**src/rtl/rvc_pkg.sv**
```systemverilog
package rvc_pkg;
  localparam int HW = 16;
  localparam int WW = 32;
  localparam int RW = 5;
  typedef logic [HW-1:0] half_t;
  typedef logic [WW-1:0] word_t;
  typedef logic [RW-1:0] reg_t;

  localparam logic [6:0] OP_LOAD  = 7'b0000011;
  localparam logic [6:0] OP_STORE = 7'b0100011;
  localparam logic [6:0] OP_IMM   = 7'b0010011;
  localparam logic [6:0] OP_REG   = 7'b0110011;
  localparam logic [6:0] OP_LUI   = 7'b0110111;
  localparam logic [6:0] OP_BR    = 7'b1100011;
  localparam logic [6:0] OP_JAL   = 7'b1101111;
  localparam logic [6:0] OP_JALR  = 7'b1100111;
  localparam logic [6:0] OP_SYS   = 7'b1110011;
  localparam reg_t R_ZERO = 5'd0;
  localparam reg_t R_LINK = 5'd1;
  localparam reg_t R_SP   = 5'd2;

  typedef struct packed {
    logic [20:0] jmp;
    logic [12:0] br;
    logic [11:0] ci;
    logic [11:0] sp16;
    logic [19:0] lui;
    logic [11:0] ciw;
    logic [11:0] wofs;
    logic [11:0] lwsp;
    logic [11:0] swsp;
  } imm_set_t;

  // 3-bit short register field selects x8..x15
  function automatic reg_t short_reg(input logic [2:0] f);
    return {2'b01, f};
  endfunction

  function automatic logic [20:0] imm_jump(input half_t h);
    return {{9{h[12]}}, h[12], h[8], h[10:9], h[6], h[7], h[2], h[11], h[5:3], 1'b0};
  endfunction
  function automatic logic [12:0] imm_branch(input half_t h);
    return {{4{h[12]}}, h[12], h[6:5], h[2], h[11:10], h[4:3], 1'b0};
  endfunction
  function automatic logic [11:0] imm_six(input half_t h);
    return {{6{h[12]}}, h[12], h[6:2]};
  endfunction
  function automatic logic [11:0] imm_stack_adj(input half_t h);
    return {{2{h[12]}}, h[12], h[4:3], h[5], h[2], h[6], 4'b0000};
  endfunction
  function automatic logic [19:0] imm_upper(input half_t h);
    return {{14{h[12]}}, h[12], h[6:2]};
  endfunction
  function automatic logic [11:0] imm_sp_addr(input half_t h);
    return {2'b00, h[10:7], h[12:11], h[5], h[6], 2'b00};
  endfunction
  function automatic logic [11:0] imm_word(input half_t h);
    return {5'b00000, h[5], h[12:10], h[6], 2'b00};
  endfunction
  function automatic logic [11:0] imm_sp_load(input half_t h);
    return {4'b0000, h[3:2], h[12], h[6:4], 2'b00};
  endfunction
  function automatic logic [11:0] imm_sp_store(input half_t h);
    return {4'b0000, h[8:7], h[12:9], 2'b00};
  endfunction

  function automatic word_t pack_i(input logic [11:0] imm, input reg_t rs1,
                                   input logic [2:0] f3, input reg_t rd, input logic [6:0] op);
    return {imm, rs1, f3, rd, op};
  endfunction
  function automatic word_t pack_r(input logic [6:0] f7, input reg_t rs2, input reg_t rs1,
                                   input logic [2:0] f3, input reg_t rd, input logic [6:0] op);
    return {f7, rs2, rs1, f3, rd, op};
  endfunction
  function automatic word_t pack_s(input logic [11:0] imm, input reg_t rs2, input reg_t rs1,
                                   input logic [2:0] f3, input logic [6:0] op);
    return {imm[11:5], rs2, rs1, f3, imm[4:0], op};
  endfunction
  function automatic word_t pack_b(input logic [12:0] imm, input reg_t rs2, input reg_t rs1,
                                   input logic [2:0] f3, input logic [6:0] op);
    return {imm[12], imm[10:5], rs2, rs1, f3, imm[4:1], imm[11], op};
  endfunction
  function automatic word_t pack_j(input logic [20:0] imm, input reg_t rd, input logic [6:0] op);
    return {imm[20], imm[10:1], imm[11], imm[19:12], rd, op};
  endfunction
  function automatic word_t pack_u(input logic [19:0] imm, input reg_t rd, input logic [6:0] op);
    return {imm, rd, op};
  endfunction
endpackage

```
**src/rtl/rvc_imm_unpack.sv**
```systemverilog
module rvc_imm_unpack
  import rvc_pkg::*;
(
  input  half_t    half_i,
  output imm_set_t imm_o
);
  always_comb begin
    imm_o.jmp  = imm_jump(half_i);
    imm_o.br   = imm_branch(half_i);
    imm_o.ci   = imm_six(half_i);
    imm_o.sp16 = imm_stack_adj(half_i);
    imm_o.lui  = imm_upper(half_i);
    imm_o.ciw  = imm_sp_addr(half_i);
    imm_o.wofs = imm_word(half_i);
    imm_o.lwsp = imm_sp_load(half_i);
    imm_o.swsp = imm_sp_store(half_i);
  end
endmodule

```
**src/rtl/rvc_decode.sv**
```systemverilog
module rvc_decode
  import rvc_pkg::*;
(
  input  half_t    half_i,
  input  imm_set_t imm_i,
  output word_t    word_o,
  output logic     bad_o
);
  logic [1:0] quad;
  logic [2:0] fn;
  logic       b12;
  reg_t       rd_full, rs2_full, rd_short, rs2_short;
  logic [2:0] alu_f3;

  assign quad      = half_i[1:0];
  assign fn        = half_i[15:13];
  assign b12       = half_i[12];
  assign rd_full   = half_i[11:7];
  assign rs2_full  = half_i[6:2];
  assign rd_short  = short_reg(half_i[9:7]);
  assign rs2_short = short_reg(half_i[4:2]);

  always_comb begin
    case (half_i[6:5])
      2'b00:   alu_f3 = 3'b000;
      2'b01:   alu_f3 = 3'b100;
      2'b10:   alu_f3 = 3'b110;
      default: alu_f3 = 3'b111;
    endcase
  end

  always_comb begin
    word_o = '0;
    bad_o  = 1'b0;
    case ({quad, fn})
      5'b00_000: begin
        bad_o  = (imm_i.ciw == 12'd0);
        word_o = pack_i(imm_i.ciw, R_SP, 3'b000, rs2_short, OP_IMM);
      end
      5'b00_010: word_o = pack_i(imm_i.wofs, rd_short, 3'b010, rs2_short, OP_LOAD);
      5'b00_110: word_o = pack_s(imm_i.wofs, rs2_short, rd_short, 3'b010, OP_STORE);
      5'b01_000: word_o = pack_i(imm_i.ci, rd_full, 3'b000, rd_full, OP_IMM);
      5'b01_001: word_o = pack_j(imm_i.jmp, R_LINK, OP_JAL);
      5'b01_010: word_o = pack_i(imm_i.ci, R_ZERO, 3'b000, rd_full, OP_IMM);
      5'b01_011: begin
        if (rd_full == R_SP) begin
          bad_o  = (imm_i.sp16 == 12'd0);
          word_o = pack_i(imm_i.sp16, R_SP, 3'b000, R_SP, OP_IMM);
        end else begin
          bad_o  = (rd_full == R_ZERO) || (imm_i.lui == 20'd0);
          word_o = pack_u(imm_i.lui, rd_full, OP_LUI);
        end
      end
      5'b01_100: begin
        case (half_i[11:10])
          2'b00: begin
            bad_o  = b12;
            word_o = pack_i({7'b0000000, rs2_full}, rd_short, 3'b101, rd_short, OP_IMM);
          end
          2'b01: begin
            bad_o  = b12;
            word_o = pack_i({7'b0100000, rs2_full}, rd_short, 3'b101, rd_short, OP_IMM);
          end
          2'b10: word_o = pack_i(imm_i.ci, rd_short, 3'b111, rd_short, OP_IMM);
          default: begin
            bad_o  = b12;
            word_o = pack_r((half_i[6:5] == 2'b00) ? 7'b0100000 : 7'b0000000,
                            rs2_short, rd_short, alu_f3, rd_short, OP_REG);
          end
        endcase
      end
      5'b01_101: word_o = pack_j(imm_i.jmp, R_ZERO, OP_JAL);
      5'b01_110: word_o = pack_b(imm_i.br, R_ZERO, rd_short, 3'b000, OP_BR);
      5'b01_111: word_o = pack_b(imm_i.br, R_ZERO, rd_short, 3'b001, OP_BR);
      5'b10_000: begin
        bad_o  = b12;
        word_o = pack_i({7'b0000000, rs2_full}, rd_full, 3'b001, rd_full, OP_IMM);
      end
      5'b10_010: begin
        bad_o  = (rd_full == R_ZERO);
        word_o = pack_i(imm_i.lwsp, R_SP, 3'b010, rd_full, OP_LOAD);
      end
      5'b10_100: begin
        if (!b12) begin
          if (rs2_full == R_ZERO) begin
            bad_o  = (rd_full == R_ZERO);
            word_o = pack_i(12'd0, rd_full, 3'b000, R_ZERO, OP_JALR);
          end else begin
            word_o = pack_r(7'd0, rs2_full, R_ZERO, 3'b000, rd_full, OP_REG);
          end
        end else if (rs2_full == R_ZERO) begin
          if (rd_full == R_ZERO) word_o = pack_i(12'd1, R_ZERO, 3'b000, R_ZERO, OP_SYS);
          else                   word_o = pack_i(12'd0, rd_full, 3'b000, R_LINK, OP_JALR);
        end else begin
          word_o = pack_r(7'd0, rs2_full, rd_full, 3'b000, rd_full, OP_REG);
        end
      end
      5'b10_110: word_o = pack_s(imm_i.swsp, rs2_full, R_SP, 3'b010, OP_STORE);
      default: bad_o = 1'b1;
    endcase
  end

  always_comb begin
    if (quad == 2'b01 && fn == 3'b100 && !half_i[11] && b12)
      p_shift_wide_r7: assert (bad_o) else $error("shift with bit 12 not flagged");
    if (quad == 2'b10 && fn == 3'b000 && b12)
      p_left_shift_wide_r7: assert (bad_o) else $error("left shift with bit 12 not flagged");
  end
endmodule

```
**src/rtl/rvc_expander.sv**
```systemverilog
module rvc_expander
  import rvc_pkg::*;
(
  input  logic [15:0] halfword_i,
  input  logic        valid_i,
  output logic [31:0] instr_o,
  output logic        valid_o,
  output logic        illegal_o,
  output logic        compressed_o
);
  imm_set_t imm_set;
  word_t    dec_word;
  logic     dec_bad;
  logic     is_short;

  rvc_imm_unpack u_unpack (
    .half_i (halfword_i),
    .imm_o  (imm_set)
  );

  rvc_decode u_decode (
    .half_i (halfword_i),
    .imm_i  (imm_set),
    .word_o (dec_word),
    .bad_o  (dec_bad)
  );

  assign is_short     = (halfword_i[1:0] != 2'b11);
  assign compressed_o = is_short;
  assign valid_o      = valid_i;
  assign illegal_o    = valid_i && is_short && dec_bad;

  always_comb begin
    if (!is_short)    instr_o = {16'h0000, halfword_i};
    else if (dec_bad) instr_o = '0;
    else              instr_o = dec_word;
  end

  always_comb begin
    if (!compressed_o)
      p_pass_through_r1: assert (!illegal_o && instr_o == {16'h0000, halfword_i})
        else $error("wide instruction altered");
    if (compressed_o && !dec_bad)
      p_full_form_r1: assert (dec_word[1:0] == 2'b11) else $error("expansion lacks wide opcode");
    if (valid_i && halfword_i == 16'h0000)
      p_zero_halfword_r3: assert (illegal_o) else $error("all-zero halfword accepted");
    if (halfword_i == 16'h9002)
      p_breakpoint_r9: assert (instr_o == 32'h00100073) else $error("breakpoint misexpanded");
    if (illegal_o)
      p_illegal_zero_r12: assert (instr_o == 32'd0 && compressed_o) else $error("illegal not masked");
  end
endmodule

```
**config.mk**
```make
export PLATFORM = sky130hd
export DESIGN_NAME = rvc_expander
export DESIGN_NICKNAME = d
export VERILOG_FILES = /design/src/rtl/rvc_pkg.sv /design/src/rtl/rvc_imm_unpack.sv /design/src/rtl/rvc_decode.sv /design/src/rtl/rvc_expander.sv
export SDC_FILE = /design/constraint.sdc
export NUM_CORES = 1
export LEC_CHECK = 0
export BUFFER_PORTS_ARGS = -buffer_cell sky130_fd_sc_hd__buf_2
export CAP_MARGIN = 25
export CELL_PAD_IN_SITES_DETAIL_PLACEMENT = 1
export CELL_PAD_IN_SITES_GLOBAL_PLACEMENT = 1
export CORE_ASPECT_RATIO = 0.9
export CORE_UTILIZATION = 39
export DETAILED_ROUTE_END_ITERATION = 6
export GPL_TIMING_DRIVEN = 0
export PLACE_DENSITY_LB_ADDON = 0.05
export SYNTH_ARGS = -nofsm -noshare
export SYNTH_HDL_FRONTEND = slang
export SYNTH_SLANG_ARGS = --single-unit
```
**constraint.sdc**
```tcl
create_clock -name vclk -period 3.3
set_clock_uncertainty 0.1 [all_clocks]
set_input_delay 0.495 -clock vclk [all_inputs]
set_output_delay 0.495 -clock vclk [all_outputs]
set_load 0.005 [all_outputs]
```
# == Word-level counts from Yosys, hierarchy flattened ==
# Cells that the tools add are included.
# word_totals
input_bits,17
wordCells,48
out_inout_bits,35
register_bits,0
# op_classes
n_mux,16
n_reduce_logical,12
eq_ne,20
# ops
op,n
$pmux 32 s15,1
$pmux 32 s3,1
$mux 25,3
$mux 32,2
$eq 5x4->1 const B,8
$mux 29,1
$logic_not 12->1,2
$mux 21,1
$eq 5x5->1 const B,4
$logic_not 20->1,1
$logic_not 5->1,3
$eq 5x2->1 const B,2
$pmux 3 s3,1
$reduce_or 9->1,1
$pmux 1 s7,1
$mux 6,1
$eq 5x3->1 const B,1
$eq 2x1->1 const B,2
$eq 2x2->1 const B,2
$logic_not 2->1,2
$mux 1,4
$logic_and 1x1->1,2
$ne 2x2->1 const B,1
$logic_or 1x1->1,1

# == Longest topological paths before layout ==
# depth
word_depth,7
mapped_depth,8
depth_no_buf,5

# == Cells and area by module ==
# A second synthesis with hierarchy kept.
# unflattened
hier_cells,476
area_unflattened_um2,3146.8
# modules_own_cells
module,area_per_inst_um2,seq_area_each_um2,cells_each,instances
rvc_decode,1784.2,0.0,277,1
rvc_imm_unpack,949.7,0.0,127,1
rvc_expander,412.9,0.0,72,1

# == Worst setup path after synthesis ==
# OpenSTA, ideal clock, no wires.
# synth_path
path_type,in2out
from,in halfword_i[1]
to,out instr_o[8]
stages,7
t_required_ns,2.705
arrival_ns,1.824
slack_ns,0.881
path_buffers,2
cell_sequence,buf_2 -> or4_4 -> nor4_2 -> o21ai_1 -> nand3_2 -> buf_6 -> o211ai_1
# synth_via
elab_chain_len,5
elab_cells_between_ends,21
cone_classes,eq/ne (15); mux (4); reduce/logical (2)
# synth_rtl
element,line,text
from (decl),rvc_expander.sv:4,"input logic [15:0] halfword_i,"
"$eq 5x2->1, or another cell as far along",rvc_decode.sv:35,"case ({quad, fn})"
$reduce_or 9->1 (no source line),n/a,
$pmux 1 s7,rvc_decode.sv:35,
$mux 32,rvc_expander.sv:35,else if (dec_bad) instr_o = '0;
$mux 32 *,rvc_expander.sv:34,"if (!is_short) instr_o = {16'h0000, halfword_i};"
to (decl),rvc_expander.sv:6,"output logic [31:0] instr_o,"
# Every way passes the cells marked *; elsewhere a longest branch is shown, timed or not.

# == Worst setup path in the final report ==
# layout_path
from,in halfword_i[14]
to,out instr_o[15]
# layout_via
elab_chain_len,5
elab_cells_between_ends,20
cone_classes,eq/ne (14); mux (4); reduce/logical (2)
# layout_rtl
element,line
"$eq 5x2->1, or another cell as far along",rvc_decode.sv:35
$reduce_or 9->1 (no source line),n/a
$pmux 1 s7,rvc_decode.sv:35
$mux 32 *,rvc_expander.sv:35
$mux 32 *,rvc_expander.sv:34
# Marks and branches as above.

==> summary.txt <==
top-area cell type share of the netlist area: 9.163%
Via Count: 2468
ANT cells: 0
non-filler cells, final: 363
dpl cells: 363
synthesized area: 0.001584 sq mm
Worst EP arrival: 2500 ps
fill count: 567
dominant cells by area after synthesis: a21oi_1 9.2%, nand2_1 6.4%, nor2_1 5.5%
YS warnings: 0
Sequential Power Share: 0%
Final #Nets: 336
Crit. End Element: output port
pwr/cell area: 139.2 mW/mm^2
Mapped Avg Cell Area: 5.911 sq um
post-CTS setup buffers: 0
drt pass-1 iters: 4
Synth area leader: a21oi_1
status: finished clean
I/O pin total: 52
worst slack at placement: -6.902 ps
post-route cell area: 0.001894 sq mm
CP Max Fanout: 10
count of standard-cell rows: 21
Detail Route Antenna Nets: 0
M2 GR Usage: 60.19%
sw power: 0.0001688 W
RSZ-0062 raised after global routing: false
detailed router's first-iteration violation count: 336
final hold violation count: 0
Setup Crit Path Kind: in2out
Core Area: 0.003810 sq mm
Layout area overhead: 19.59%
die width: 69.18 um
Initial Util: 41.58%
Hold Slack: 1157 ps
MaxCap Viol Count: 0
number of vias per cell: 6.799
gr busiest metal: met2
Slew Viols, Final: 0
share of cells above drive strength 1: 27.44%
syn_nets: 285
pin count of the biggest net entering global routing: 11
global route overflow: 0
setup ws final: 200.6 ps
minimum clock period: 3099 ps
Multi-input gate area: 0.001396 sq mm
actual slew at the worst max-slew pin: 898.4 ps
initial antenna violation count: 0
first-pass GRT wire length: 13.35 mm
met3 Usage GRT: 1.774%
Comb pwr share: 100.0%
Setup TNS: 0 ps
Static Leakage: 0.7705 nW
Slew Limit Headroom: 39.26%
Routed WL per cell: 22.85 um
maximum vdd ir drop: 0.1055 mV
sequential cells: 0
classification of the worst-slack hold path: in2out
Final period util: 93.92%
Post-route DRC: 0
post-placement cell area: 0.001886 sq mm
grt met1 use: 57.97%
Synth top cells by count: 29 x a21oi_1, 27 x nand2_1, 23 x nor2_1
CP Launch Type: input pin
vias in the first global route: 2353
placer's final routability congestion estimate: 0.9976
Register Area: 0 sq um
gr usage total: 38.79%
Fmax: 322.6 MHz
Sw Ratio: 64.01%
most common cell in the netlist: a21oi_1
clkbuf count: 0
synth unique cells: 54
Internal: 0.00009492 W
clock share of power: 0%
final WL: 8.296 mm
post-cts hold buffer count: 0
WP data required: 2700 ps
DP HPWL: 6.354 mm
sequential share of the synthesized area: 0%
die area: 0.004321 sq mm
IO buf count: 48
final setup fails: 0
cells after synthesis: 268
Die Ht: 62.46 um
[cell type report]
class	count	share of cell area, %
multi-input combinational	229	73.71
inverter	12	2.378
timing repair buffer	49	12.88
buffer	27	7.992
tap	46	3.038
[worst max-delay path, stage by stage]
cell and delay, ps:
buf_2 160, buf_2 260, buf_4 220, nor4b_1 750, nand2_1 130, o21ai_1 120, a221oi_1 70, o22ai_1 150
buf_2 140
[timing repair]
item / 4_1_cts / 5_1_grt
hold endpoints to repair: 0 / 0
resized for setup: 1 / 0
setup endpoints to repair: 2 / 0
[cell usage in the layout, fill, tap and decap left out, types with 3 or more instances in the layout]
| master | n |
|---|---|
| a21o_1 | 5 |
| nand3_1 | 6 |
| and3_1 | 3 |
| nor3_1 | 9 |
| a31oi_1 | 12 |
| a41oi_1 | 3 |
| nor4_2 | 3 |
| inv_1 | 9 |
| o22ai_1 | 13 |
| nor2b_1 | 10 |
| nand2_1 | 27 |
| o21a_1 | 4 |
| a221oi_1 | 4 |
| buf_2 | 61 |
| o21ai_1 | 7 |
| a32oi_1 | 3 |
| buf_4 | 5 |
| and2_1 | 5 |
| nor4_1 | 3 |
| a21oi_1 | 29 |
| nand2b_1 | 7 |
| clkbuf_1 | 6 |
| nor2_1 | 23 |
| nand4_1 | 3 |
| o211ai_1 | 3 |
| o21ai_0 | 15 |
[cells by family after synthesis]
group,Yosys count,share of synthesized area [%]
buffers and inverters,39,12.40
adders and majority gates,1,0.6319
muxes,2,1.264
AOI/OAI and AO/OA,110,44.16
and+or+nand+nor,116,41.55
[path summary, 6_finish.rpt]
check | start | end | slack, ps | cells after the start
max | halfword_i[14] | instr_o[15] | 200 | 9
min | valid_i | valid_o | 1160 | 3
[per-stage QoR]
| step | total power [W] | utilization, % |
|---|---|---|
| CTS | 0.0002565 | 49.72 |
| floorplan | 0.0001561 | - |
| finish | 0.0002637 | 49.72 |
| detailed placement | 0.0002543 | 49.49 |
| global placement | 0.0002503 | 49.39 |
| global route | 0.0002834 | 49.72 |
[power groups by stage]
stage,Combinational [W],Clock (W),Sequential (W)
global route,0.000283,0,0
CTS,0.000256,0,0
finish,0.000264,0,0
detailed placement,0.000254,0,0
floorplan,0.000156,0,0
global placement,0.000250,0,0
[per-layer routing]
metal,part of all wire [%],up-vias
li1,-,1107
met1,44,1172
met2,43,159
met3,9.6,30
met4,3.1,0
met5,0,-
No activity file was read; power rests on OpenSTA's default activity.
